**src/rtl/stat_pkg.sv**
```systemverilog
package stat_pkg;

  typedef struct packed {
    logic       n;
    logic       z;
    logic       c;
    logic       kmode;
    logic [3:0] pid;
    logic [7:0] seg;
  } status_t;

  localparam int STATUS_W = $bits(status_t);
  localparam int SEG_W    = 8;
  localparam int PID_W    = 4;

  localparam status_t STATUS_RESET = '{n: 1'b0, z: 1'b0, c: 1'b0, kmode: 1'b1,
                                       pid: '0, seg: '0};

  typedef enum logic [2:0] {
    CC_ALWAYS = 3'd0,
    CC_ZSET   = 3'd1,
    CC_ZCLR   = 3'd2,
    CC_CSET   = 3'd3,
    CC_ABOVE  = 3'd4,
    CC_NONNEG = 3'd5,
    CC_NEG    = 3'd6,
    CC_NOTPOS = 3'd7
  } cond_e;

endpackage

```
**src/rtl/stat_cond_eval.sv**
```systemverilog
module stat_cond_eval
  import stat_pkg::*;
(
  input  cond_e code,
  input  logic  n,
  input  logic  z,
  input  logic  c,
  output logic  pass
);
  always_comb begin
    unique case (code)
      CC_ALWAYS: pass = 1'b1;
      CC_ZSET:   pass = z;
      CC_ZCLR:   pass = ~z;
      CC_CSET:   pass = c;
      CC_ABOVE:  pass = ~n & ~z;
      CC_NONNEG: pass = ~n;
      CC_NEG:    pass = n;
      CC_NOTPOS: pass = n | z;
      default:   pass = 1'b0;
    endcase
  end
endmodule

```
**src/rtl/stat_flag_gen.sv**
```systemverilog
module stat_flag_gen #(
  parameter int DATA_W = 16
) (
  input  logic [DATA_W-1:0] result,
  input  logic              carry,
  output logic              n_new,
  output logic              z_new,
  output logic              c_new
);
  localparam int MSB = DATA_W - 1;

  always_comb begin
    n_new = result[MSB];
    z_new = (result == '0);
    c_new = carry;
  end
endmodule

```
**src/rtl/stat_word_reg.sv**
```systemverilog
module stat_word_reg
  import stat_pkg::*;
(
  input  logic             clk,
  input  logic             rst_n,
  input  logic             kwr_en,
  input  logic [STATUS_W-1:0] kwr_data,
  input  logic             flag_we,
  input  logic             n_new,
  input  logic             z_new,
  input  logic             c_new,
  input  logic             seg_we,
  input  logic [SEG_W-1:0] seg_new,
  input  logic             mode_set,
  output status_t          q
);
  always_ff @(posedge clk) begin
    if (!rst_n) begin
      q <= STATUS_RESET;
    end else if (kwr_en) begin
      q <= status_t'(kwr_data);
    end else begin
      if (flag_we) begin
        q.n <= n_new;
        q.z <= z_new;
        q.c <= c_new;
      end
      if (seg_we)   q.seg   <= seg_new;
      if (mode_set) q.kmode <= 1'b1;
    end
  end
endmodule

```
**src/rtl/stat_cond_unit.sv**
```systemverilog
module stat_cond_unit
  import stat_pkg::*;
#(
  parameter int DATA_W = 16
) (
  input  logic              clk,
  input  logic              rst_n,
  input  logic [2:0]        cond_code,
  input  logic [DATA_W-1:0] alu_result,
  input  logic              alu_carry,
  input  logic              flag_upd,
  input  logic              is_compare,
  input  logic              commit,
  input  logic              seg_wr,
  input  logic [7:0]        seg_data,
  input  logic              syscall,
  input  logic              kwr_en,
  input  logic [15:0]       kwr_data,
  output logic              cond_pass,
  output logic              flag_n,
  output logic              flag_z,
  output logic              flag_c,
  output logic              kernel_mode,
  output logic [3:0]        proc_id,
  output logic [7:0]        seg_sel
);
  status_t word_q;
  logic    pass_w, go, n_new, z_new, c_new;

  stat_cond_eval u_eval (
    .code (cond_e'(cond_code)),
    .n    (word_q.n),
    .z    (word_q.z),
    .c    (word_q.c),
    .pass (pass_w)
  );

  stat_flag_gen #(.DATA_W(DATA_W)) u_fgen (
    .result (alu_result),
    .carry  (alu_carry),
    .n_new  (n_new),
    .z_new  (z_new),
    .c_new  (c_new)
  );

  assign go = commit & pass_w;

  stat_word_reg u_reg (
    .clk      (clk),
    .rst_n    (rst_n),
    .kwr_en   (kwr_en),
    .kwr_data (kwr_data),
    .flag_we  (go & (flag_upd | is_compare)),
    .n_new    (n_new),
    .z_new    (z_new),
    .c_new    (c_new),
    .seg_we   (go & seg_wr),
    .seg_new  (seg_data),
    .mode_set (go & syscall),
    .q        (word_q)
  );

  assign cond_pass   = pass_w;
  assign flag_n      = word_q.n;
  assign flag_z      = word_q.z;
  assign flag_c      = word_q.c;
  assign kernel_mode = word_q.kmode;
  assign proc_id     = word_q.pid;
  assign seg_sel     = word_q.seg;
endmodule

```
**config.mk**
```make
export PLATFORM = sky130hd
export DESIGN_NAME = stat_cond_unit
export DESIGN_NICKNAME = d
export VERILOG_FILES = /design/src/rtl/stat_pkg.sv /design/src/rtl/stat_cond_eval.sv /design/src/rtl/stat_flag_gen.sv /design/src/rtl/stat_word_reg.sv /design/src/rtl/stat_cond_unit.sv
export SDC_FILE = /design/constraint.sdc
export NUM_CORES = 1
export LEC_CHECK = 0
export BUFFER_PORTS_ARGS = -buffer_cell sky130_fd_sc_hd__buf_4
export CORE_AREA = 5 5 61 47
export DETAILED_ROUTE_END_ITERATION = 16
export DIE_AREA = 0 0 66 52
export GPL_TIMING_DRIVEN = 0
export PLACE_DENSITY = 0.8
export SYNTH_ARGS = -nofsm -noshare
export SYNTH_HDL_FRONTEND = slang
export SYNTH_SLANG_ARGS = --single-unit
```
**constraint.sdc**
```tcl
create_clock -name clk -period 2.2 [get_ports clk]
set_input_delay 0.11 -clock clk [delete_from_list [all_inputs] [get_ports clk]]
set_output_delay 0.11 -clock clk [all_outputs]
set_load 0.05 [all_outputs]
```
# Word-level counts from Yosys, hierarchy flattened
# Index checks and enable logic that the tools add are counted.
# word_totals
reg_bits,16
inputBits,52
output_inout_bits,17
word_cells,33
# op_classes
eq_ne,7
n_mux,6
bitwise,9
n_reduce_logical,5
# op_table
cell,n
logical NOT 16 bit,1
two-way mux 8 bit,2
equality test 3 bit (second input constant),4
case mux 1 bit (8 select lines),1
equality test 3 x 2 -> 1 bit (second input constant),2
nonzero test 2 bit,3
AND 1 bit,5
two-way mux 4 bit,1
equality test 3 x 1 -> 1 bit (second input constant),1
logical NOT 3 bit,1
two-way mux 3 bit,1
NOT 1 bit,2
OR 1 bit,2
two-way mux 1 bit,1

# Longest topological paths before layout
# Gate-level depths: netlist of run 1.
# logic_depth
ltp_word,7
mapped_depth,6

# Modules after synthesis
# A second synthesis of run 1 with hierarchy kept.
# unflattened
cells_unflattened,85
area_unflattened_um2,912.1
# modules_own_cells
mod,n_inst,cells_each,area_per_inst_um2,seq_area_each_um2
stat_word_reg,1,64,779.5,320.3
stat_cond_eval,1,11,61.3,0.0
stat_flag_gen,1,7,48.8,0.0
stat_cond_unit,1,3,22.5,0.0

# Worst setup path after synthesis of run 1
# No wires, ideal clock.
# synth_path
path_kind,reg-to-reg
from,register u_reg.q[15] (netlist name)
to,register u_reg.q[14] (netlist name)
t_arrival_ps,1980
required_time_ps,2128
path_slack_ps,148
stages_incl_launch_ff,6
cell_sequence,dfxtp_1 > nor3b_1 > o32ai_2 > nand2_1 > a21oi_2 > mux2i_1
# synth_between
elab_chain_cells,6
elab_cells_between_ends,7
cone_classes,mux: 1; bitwise: 5; reduce/logical: 1
# synth_rtl
item,line_no,source
NOT 1 bit,"stat_cond_eval.sv:16, stat_cond_eval.sv:17",
AND 1 bit,stat_cond_eval.sv:16,CC_ABOVE: pass = ~n & ~z;
case mux 1 bit (8 select lines) (*),stat_cond_eval.sv:11,unique case (code)
via cond_pass,stat_cond_unit.sv:19,"output logic cond_pass,"
AND 1 bit (*),stat_cond_unit.sv:46,assign go = commit & pass_w;
AND 1 bit (*),stat_cond_unit.sv:53,".flag_we (go & (flag_upd | is_compare)),"
nonzero test 2 bit (no source line) (*),n/a,
# Mark *: on every way through the listed nets, which the timed path passes. The rest lies on a longest branch.
# A chain may end at the register's enable or synchronous reset.

# Worst setup path after layout of run 1
# layout_path
from,register u_reg.q[14] (netlist name)
to,register u_reg.q[6] in the netlist's numbering
# layout_between
elab_chain_cells,6
elab_cells_between_ends,7
cone_classes,mux: 1; bitwise: 5; reduce/logical: 1
# layout_rtl
item,line_no,source
NOT 1 bit,"stat_cond_eval.sv:14, stat_cond_eval.sv:16",
AND 1 bit,stat_cond_eval.sv:16,
case mux 1 bit (8 select lines) (*),stat_cond_eval.sv:11,
AND 1 bit (*),stat_cond_unit.sv:46,
AND 1 bit (*),stat_cond_unit.sv:57,".seg_we (go & seg_wr),"
nonzero test 2 bit (no source line) (*),n/a,
end signal: assignment,stat_word_reg.sv:21,q <= status_t'(kwr_data);
end: declaration,stat_word_reg.sv:15,output status_t q
# Every way passes the cells marked *; elsewhere a longest branch is shown, timed or not.

==> results of run 1 <==
==> layout make-up <==
class	count	area, um^2
fill	209	837.1
multi-input combinational	68	505.5
timing repair buffer	67	503.0
sequential	16	320.3
tap	34	42.54
clock buffer	4	36.28
buffer	6	26.28
==> cell families after synthesis <==
| family | Yosys count | synth area share |
|---|---|---|
| compound gates | 27 | 0.2452 |
| buf+inv | 6 | 0.03083 |
| flops | 16 | 0.3759 |
| mux | 15 | 0.1762 |
| simple gates | 26 | 0.1718 |
==> routing by layer <==
layer	vias to the layer above	GRT usage
met2	32	0.2978
met3	2	0.06695
met5	-	0
met4	0	0.04054
met1	440	0.1628
li1	480	-
==> worst reg2reg max path, cell delays in order (launching register included) <==
cell,delay [ns]
dfxtp_1,0.39
nand2b_1,0.18
a41oi_1,0.30
a21oi_2,0.17
or2_1,0.23
buf_2,0.17
o211a_1,0.22
==> placed cells by master, fill, tap and decap left out, drive strengths merged <==
master,instances
or2,1
nand4,1
nand2b,4
and3b,1
a21oi,2
dfxtp,16
nand2,7
nor3b,1
o21ai,11
mux2i,15
nor4,4
nor2b,5
o21a,1
a311oi,1
clkbuf,6
o32ai,1
and3,1
a41oi,1
nor2,1
o211a,8
buf,71
o211ai,2
==> metrics by stage <==
stage / instance area, um^2 / total power [W] / hold slack, ns / utilization
after floorplan: 852.1 / 0.0004970 / 0.2621 / -
after detailed placement: 1398 / 0.0006260 / 0.3668 / 0.6154
after global placement: 1398 / 0.0006186 / 0.3577 / 0.6154
final: 1434 / 0.0008130 / 0.06620 / 0.6314
after global routing: 1434 / 0.0008522 / 0.08720 / 0.6314
after CTS: 1434 / 0.0008182 / 0.06798 / 0.6314
==> power groups by stage <==
stage / registers (W) / clock network [W] / logic [W]
CTS: 0.000327 / 0.000198 / 0.000293
floorplan: 0.000410 / 0 / 0.0000870
finish: 0.000327 / 0.000195 / 0.000291
global placement: 0.000333 / 0 / 0.000286
detailed placement: 0.000334 / 0 / 0.000292
global route: 0.000330 / 0.000212 / 0.000310
==> worst max-delay path by stage <==
stage | start | end | slack, ns | cells past startpoint
after floorplan | u_reg.q[15] | u_reg.q[14] | 0.15 | 5
after global placement | u_reg.q[14] | u_reg.q[6] | 0.54 | 6
after detailed placement | u_reg.q[14] | u_reg.q[2] | 0.47 | 6
after CTS | u_reg.q[14] | u_reg.q[2] | 0.46 | 6
after global routing | u_reg.q[14] | u_reg.q[6] | 0.37 | 6
final | u_reg.q[14] | u_reg.q[6] | 0.45 | 6
==> flow_summary.ini, run 1 <==
[sta]
worstMarginPinSlew_ns = 0.4172
drv_slew = 0
finalClockSkew_ns = 0.001304
relSlewSlack = 0.7219
timing.fmax_mhz = 572.6
rsz0062_at_grt = false
setup_viol = 0
hold_violations = 0
setup_ws_ns = 0.4536
tns_ns = 0
period_share = 0.7938
period_minus_slack_ns = 1.746

[worst_setup_path]
path_delay_family = compound AO/OA/AOI/OAI gates
end_kind = flop
critical_path_buf_inv_count = 1
r2r_slack_ns = 0.45
r2r-start = u_reg.q[14]
criticalPathCategory = reg -> reg
cp_data_required_time_ns = 2.39
max_stage_delay_ns = 0.39
rr_endpoint = u_reg.q[6]
path_cells = nand2b_1, a41oi_1, a21oi_2, or2_1, buf_2, o211a_1
slowest_stage = dfxtp_1
worst-path-max-fanout = 9
arrival_ns = 1.93
reg2reg_depth = 6
cp-start-kind = flop

[hold_path]
min_from = kwr_data[12]
hold_class = in -> reg
holdPathEnd = u_reg.q[12]
min_path_cells = 3

[detailed_routing]
routed_wl_mm = 2.790
drtPass1Iterations = 4
wl_met1_mm = 1.058
top_layer_used = met4
ant_nets = 0
met3_length_um = 240
wl_met2_mm = 1.468
first_iter_violations = 34
avgRoutedWirePerCell_um = 14.31
viasPerCell = 4.892
drc = 0
vias = 954

[synth]
netlist_area_um2 = 852.1
synth_edf_count = 0
synth_nets = 142
synthTopCellsByArea = dfxtp_1 (38%), mux2i_1 (18%), o211a_1 (9.4%)
synth.distinct_cells = 24
synth_warnings = 0
async_reset_ff_frac = 0
seq_area_frac_synth = 0.3759
synth.most_common_cell = dfxtp_1
synth_common_cells = dfxtp_1 (16), mux2i_1 (15), o21ai_0 (10)
synth_top_area_cell = dfxtp_1
synth-seq-cells = 16
synth_flop_cell = dfxtp_1
syn_area_per_cell_um2 = 9.467
syn_inst = 90
synth_top_area_share = 0.3759

[clocking]
numCtsBuffers = 3
clkSlewWorstSetupHoldPaths_ns = 0.09
cts_tree = built
cts_max_path_buffers = 2
postCtsSetupRepairBufs = 0
clock_latency_ns = 0.29
cts_htree_levels = 1
hold_buffers = 0
cts.sinks = 16
cts_resized = 0
clockRootBuffer = clkbuf_4

[die]
die_h_um = 52
core-area_mm2 = 0.002271
start_util = 0.3752
die_w_um = 66
die-area_mm2 = 0.003432
row_count = 15
ioPinCount = 69

[place]
place_congestion = 0.7515
hpwlAfterDp_mm = 2.312
portBuffers = 67
post-place-ws_ns = 0.4691
dp_cells = 191

[global_route]
antenna_found_initial = 0
grt_pass1_vias = 945
grt_pass1_wl_mm = 4.202
grt-ovfl-total = 0
grt_usage = 0.1589
grt_max_degree = 11

[layout]
finalNonFillerCells = 195
top_regs = u_reg.q: 16 flops
fin_nets = 214
areaGrowthSynthToFinish_pct = 68.28
top_register = u_reg.q
n_antenna_cell = 0
largest_reg_flops = 16
layout-drive-gt1-share = 0.4783

[power_and_ir_drop]
ir_worst_vdd_mv = 0.5127
seqPwrFrac = 0.402
power_frac_comb = 0.358
internal_power_w = 0.0005435
p_switching_w = 0.0002695
p_leak_nw = 0.7423
power_switching_share = 0.3315
pwr-share-clk = 0.239
power.density_mw_per_mm2 = 567.0

[run]
drv_cap = 0

[outcome]
status = completed
Power figures use the tool's default switching activity.
==> inputs of run 2 (changes only) <==
--- a/config.mk
+++ b/config.mk
@@ -6,11 +6,11 @@
 export NUM_CORES = 1
 export LEC_CHECK = 0
 export BUFFER_PORTS_ARGS = -buffer_cell sky130_fd_sc_hd__buf_4
-export CORE_AREA = 5 5 61 47
+export CORE_AREA = 5 5 63 48
 export DETAILED_ROUTE_END_ITERATION = 16
-export DIE_AREA = 0 0 66 52
+export DIE_AREA = 0 0 68 53
 export GPL_TIMING_DRIVEN = 0
-export PLACE_DENSITY = 0.8
+export PLACE_DENSITY = 0.76
 export SYNTH_ARGS = -nofsm -noshare
 export SYNTH_HDL_FRONTEND = slang
 export SYNTH_SLANG_ARGS = --single-unit
==> constraint.sdc (replaced) <==
create_clock -name clk -period 1.7 [get_ports clk]
set_input_delay 0.085 -clock clk [delete_from_list [all_inputs] [get_ports clk]]
set_output_delay 0.085 -clock clk [all_outputs]
set_load 0.05 [all_outputs]
==> flow_summary.ini, run 2 (synthesized netlist as in run 1, its figures left out) <==
[power_and_ir_drop]
total_power_w = 0.001069
ir_worst_vdd_mv = 0.4082
power_frac_comb = 0.364
power_switching_share = 0.3354
p_switching_w = 0.0003585
pwr-share-clk = 0.239
power.density_mw_per_mm2 = 728.9
internal_power_w = 0.0007103
seqPwrFrac = 0.397
p_leak_nw = 0.7488

[run]
drv_cap = 0

[hold_path]
min_from = kwr_data[12]
hold_class = in -> reg
min_path_cells = 3
holdPathEnd = u_reg.q[12]

[die]
die_w_um = 68
row_count = 15
core-area_mm2 = 0.002346
ioPinCount = 69
die_h_um = 53
die-area_mm2 = 0.003604
start_util = 0.3632

[clocking]
cts.sinks = 16
cts_max_path_buffers = 2
clockRootBuffer = clkbuf_4
clkSlewWorstSetupHoldPaths_ns = 0.10
cts_htree_levels = 1
cts_tree = built
clock_latency_ns = 0.29
numCtsBuffers = 3

[worst_setup_path]
criticalPathCategory = reg -> reg
worst-path-max-fanout = 9
r2r_slack_ns = 0.17
end_kind = flop
cp_data_required_time_ns = 1.89
r2r-start = u_reg.q[14]
rr_endpoint = u_reg.q[6]
reg2reg_depth = 5
cp-start-kind = flop
arrival_ns = 1.72

[place]
place_congestion = 0.6592
portBuffers = 67
dp_cells = 191
post-place-ws_ns = -0.01777

[sta]
finalClockSkew_ns = 0.001742
period_minus_slack_ns = 1.533
rsz0062_at_grt = false
setup_viol = 0
relSlewSlack = 0.7232
timing.fmax_mhz = 652.3
period_share = 0.9018
hold_violations = 0
worstMarginPinSlew_ns = 0.4153
setup_ws_ns = 0.1669
drv_slew = 0

[global_route]
grt_max_degree = 11
antenna_found_initial = 0
grt_pass1_wl_mm = 4.229
grt_usage = 0.1550
grt_pass1_vias = 975
grt-ovfl-total = 0

[layout]
top_regs = u_reg.q: 16 flops
layout_common_cells = buf_4 (68), mux2i_1 (15), dfxtp_1 (14)
finalNonFillerCells = 195
areaGrowthSynthToFinish_pct = 72.10
fin_nets = 214
layout_commonest_cell = buf_4
multi_input_area_um2 = 530.5
largest_reg_flops = 16
layout-drive-gt1-share = 0.5155
top_register = u_reg.q
n_antenna_cell = 0
nFillCells = 215
regArea_um2 = 325.3

[outcome]
status = completed

[detailed_routing]
drc = 0
avgRoutedWirePerCell_um = 14.92
drtPass1Iterations = 4
ant_nets = 0
first_iter_violations = 15
viasPerCell = 4.959
routed_wl_mm = 2.909
vias = 967
==> run 2: critical path, stage by stage (launching register included) <==
cell	delay (ns)
dfxtp_2	0.36
nand2b_1	0.16
a41oi_2	0.27
a21oi_4	0.14
or2_4	0.29
o211a_1	0.21
==> run 2: power by group through the flow <==
stage / clock [W] / combinational (W) / sequential [W]
floorplan: 0 / 0.000114 / 0.000531
global placement: 0 / 0.000374 / 0.000431
detailed placement: 0 / 0.000381 / 0.000432
CTS: 0.000261 / 0.000384 / 0.000424
global route: 0.000277 / 0.000415 / 0.000429
finish: 0.000255 / 0.000389 / 0.000425
==> run 2: layer usage <==
metal	GRT usage	wire length (um)	up-vias
li1	-	-	482
met4	0.02640	23	0
met2	0.2912	1587	23
met1	0.1762	1172	460
met3	0.04034	126	2
met5	0	0	-
==> run 2: repair_timing <==
action / in CTS / in global routing
pin swaps: 0 / 2
endpoints found under the setup margin: 8 / 8
gates resized for setup: 1 / 3
hold buffers: 0 / 0
gates cloned: 0 / 0
buffers inserted: 0 / 1
==> run 2: metrics by stage <==
step	utilization	setup TNS [ns]	instance area (um^2)	hold slack [ns]
6_report	0.6251	0	1466	0.03976
4_1_cts	0.6176	0	1449	0.03656
3_5_place_dp	0.5989	-0.1071	1405	0.3377
5_1_grt	0.6251	0	1466	0.06457
2_1_floorplan	-	0	859.6	0.2371
3_3_place_gp	0.5989	0	1405	0.3295
==> run 2: worst max-delay path by stage <==
stage               slack (ns)        start          end  depth (start not counted)
floorplan                0.006  u_reg.q[14]  u_reg.q[14]                          5
global placement          0.04  u_reg.q[14]   u_reg.q[6]                          6
detailed placement       -0.02  u_reg.q[14]   u_reg.q[6]                          6
CTS                       0.03  u_reg.q[15]   u_reg.q[6]                          6
global route              0.07  u_reg.q[15]   u_reg.q[0]                          6
finish                    0.17  u_reg.q[14]   u_reg.q[6]                          5
==> run 2: area by class of cell <==
cell class	instances	share of cell area
multi-input cells	68	0.3618
well taps	34	0.02901
plain buffers	5	0.01451
flip-flops and latches	16	0.2218
clock buffers	4	0.02474
repair buffers	68	0.3481
==> inputs of run 3 (changes only) <==
--- a/config.mk
+++ b/config.mk
@@ -6,11 +6,11 @@
 export NUM_CORES = 1
 export LEC_CHECK = 0
 export BUFFER_PORTS_ARGS = -buffer_cell sky130_fd_sc_hd__buf_4
-export CORE_AREA = 5 5 63 48
+export CORE_AREA = 5 5 54 56
 export DETAILED_ROUTE_END_ITERATION = 16
-export DIE_AREA = 0 0 68 53
+export DIE_AREA = 0 0 59 61
 export GPL_TIMING_DRIVEN = 0
-export PLACE_DENSITY = 0.76
+export PLACE_DENSITY = 0.75
 export SYNTH_ARGS = -nofsm -noshare
 export SYNTH_HDL_FRONTEND = slang
 export SYNTH_SLANG_ARGS = --single-unit
==> flow_summary.ini, run 3 (synthesized netlist as in run 1, its figures left out) <==
[clocking]
clockRootBuffer = clkbuf_4
cts_htree_levels = 1
cts.sinks = 16
clock_latency_ns = 0.28
cts_tree = built
numCtsBuffers = 3
cts_max_path_buffers = 2
clkSlewWorstSetupHoldPaths_ns = 0.10

[die]
row_count = 18
die-area_mm2 = 0.003599
ioPinCount = 69
core-area_mm2 = 0.002387
die_h_um = 61
start_util = 0.3569
die_w_um = 59

[sta]
setup_ws_ns = 0.1150
setup_viol = 0
timing.fmax_mhz = 630.9
period_share = 0.9324
drv_slew = 0
hold_violations = 0
period_minus_slack_ns = 1.585
hold_slack_ns = 0.04522
worstMarginPinSlew_ns = 0.4287
finalClockSkew_ns = 0.001511
relSlewSlack = 0.7142
rsz0062_at_grt = false

[layout]
n_antenna_cell = 0
nFillCells = 210
layout_common_cells = buf_4 (68), mux2i_1 (15), dfxtp_1 (14)
top_register = u_reg.q
top_regs = u_reg.q: 16 flops
layout_commonest_cell = buf_4
areaGrowthSynthToFinish_pct = 71.22
largest_reg_flops = 16
fin_nets = 215
layout-drive-gt1-share = 0.5062
final_area_mm2 = 0.001459

[worst_setup_path]
slowest_stage = dfxtp_2
crit_path_end = u_reg.q[0]
criticalPathCategory = reg -> reg
end_kind = flop
cp_data_required_time_ns = 1.88
max_stage_delay_ns = 0.36
worst-path-max-fanout = 8
cp-start-kind = flop
r2r-start = u_reg.q[14]
reg2reg_depth = 6
startpoint = u_reg.q[14]
path_cells = nand2b_1, a41oi_2, a21oi_4, or2_1, buf_2, o211a_1
rr_endpoint = u_reg.q[0]
r2r_slack_ns = 0.11
arrival_ns = 1.77

[detailed_routing]
viasPerCell = 5.125
ant_nets = 0
drtPass1Iterations = 4
routed_wl_mm = 2.759
avgRoutedWirePerCell_um = 14.37
vias = 984
first_iter_violations = 23
drc = 0

[place]
hpwlAfterDp_mm = 2.270
place_congestion = 0.8095
portBuffers = 67
place_area_mm2 = 0.001400
post-place-ws_ns = -0.01362

[global_route]
grt-ovfl-total = 0
antenna_found_initial = 0
grt_pass1_vias = 1058
grt_max_degree = 11
grt_usage = 0.1591
grt_pass1_wl_mm = 4.422

[hold_path]
hold_class = in -> reg

[outcome]
status = completed

[power_and_ir_drop]
p_leak_nw = 0.7499
power.density_mw_per_mm2 = 727.9
ir_worst_vdd_mv = 0.5887

[run]
drv_cap = 0
## run 3: changes by cell type in the layout (fill, tap and decap cells not counted)
cell,delta
buf_2,+1
nor3b_2,-1
or2_1,+1
nor3b_1,+1
or2_4,-1
## run 3: routing by layer
layer / vias to the layer above / track usage / wire length, um / share of wire
li1: 481 / - / - / -
met1: 457 / 0.1641 / 986 / 0.36
met2: 42 / 0.2981 / 1464 / 0.53
met3: 4 / 0.05532 / 276 / 0.10
met4: 0 / 0.05502 / 32 / 0.012
met5: - / 0 / 0 / 0
## run 3: through the flow
step	power (W)	utilization	std cells	TNS (ns)
2_1_floorplan	0.0006451	-	90	0
3_3_place_gp	0.0008031	0.5865	187	0
3_5_place_dp	0.0008116	0.5865	187	-0.06133
4_1_cts	0.001067	0.6048	191	0
5_1_grt	0.001109	0.6111	192	0
6_report	0.001062	0.6111	192	0
## run 3: critical path, delay by kind of cell, from the launching register on
kind / cells / cell delay, ns
AO/OA/AOI/OAI: 3 / 0.59
flip-flops: 1 / 0.36
buffers and inverters: 1 / 0.17
AND/OR/NAND/NOR: 2 / 0.37
## run 3: worst min-delay path by stage
stage                       startpoint     endpoint  slack, ns  cells past startpoint
final                     kwr_data[12]  u_reg.q[12]       0.05                      3
after detailed placement  kwr_data[12]  u_reg.q[12]       0.34                      3
after floorplan           kwr_data[12]  u_reg.q[12]       0.24                      2
after global routing      kwr_data[12]  u_reg.q[12]       0.05                      3
after CTS                 kwr_data[12]  u_reg.q[12]       0.04                      3
after global placement    kwr_data[12]  u_reg.q[12]       0.33                      3
## run 3: power breakdown
part,total [W],internal (W),switching [W]
clock,0.000254,0.000130,0.000124
sequential,0.000424,0.000405,0.0000190
combinational,0.000384,0.000173,0.000212
## run 3: timing repair
action	CTS	global route
buffers inserted	0	1
gates cloned	0	0
resized for setup	1	1
pin swaps	0	3
hold buffers	0	0
setup endpoints to repair	8	8
## run 3: cell type report
cell class                      instances  area [um^2]  share of cell area
Multi-Input combinational cell         68        523.0              0.3585
Timing Repair Buffer                   68        510.5              0.3499
Sequential cell                        16        325.3              0.2230
Tap cell                               30        37.54             0.02573
Clock buffer                            4        36.28             0.02487
Buffer                                  6        26.28             0.01801
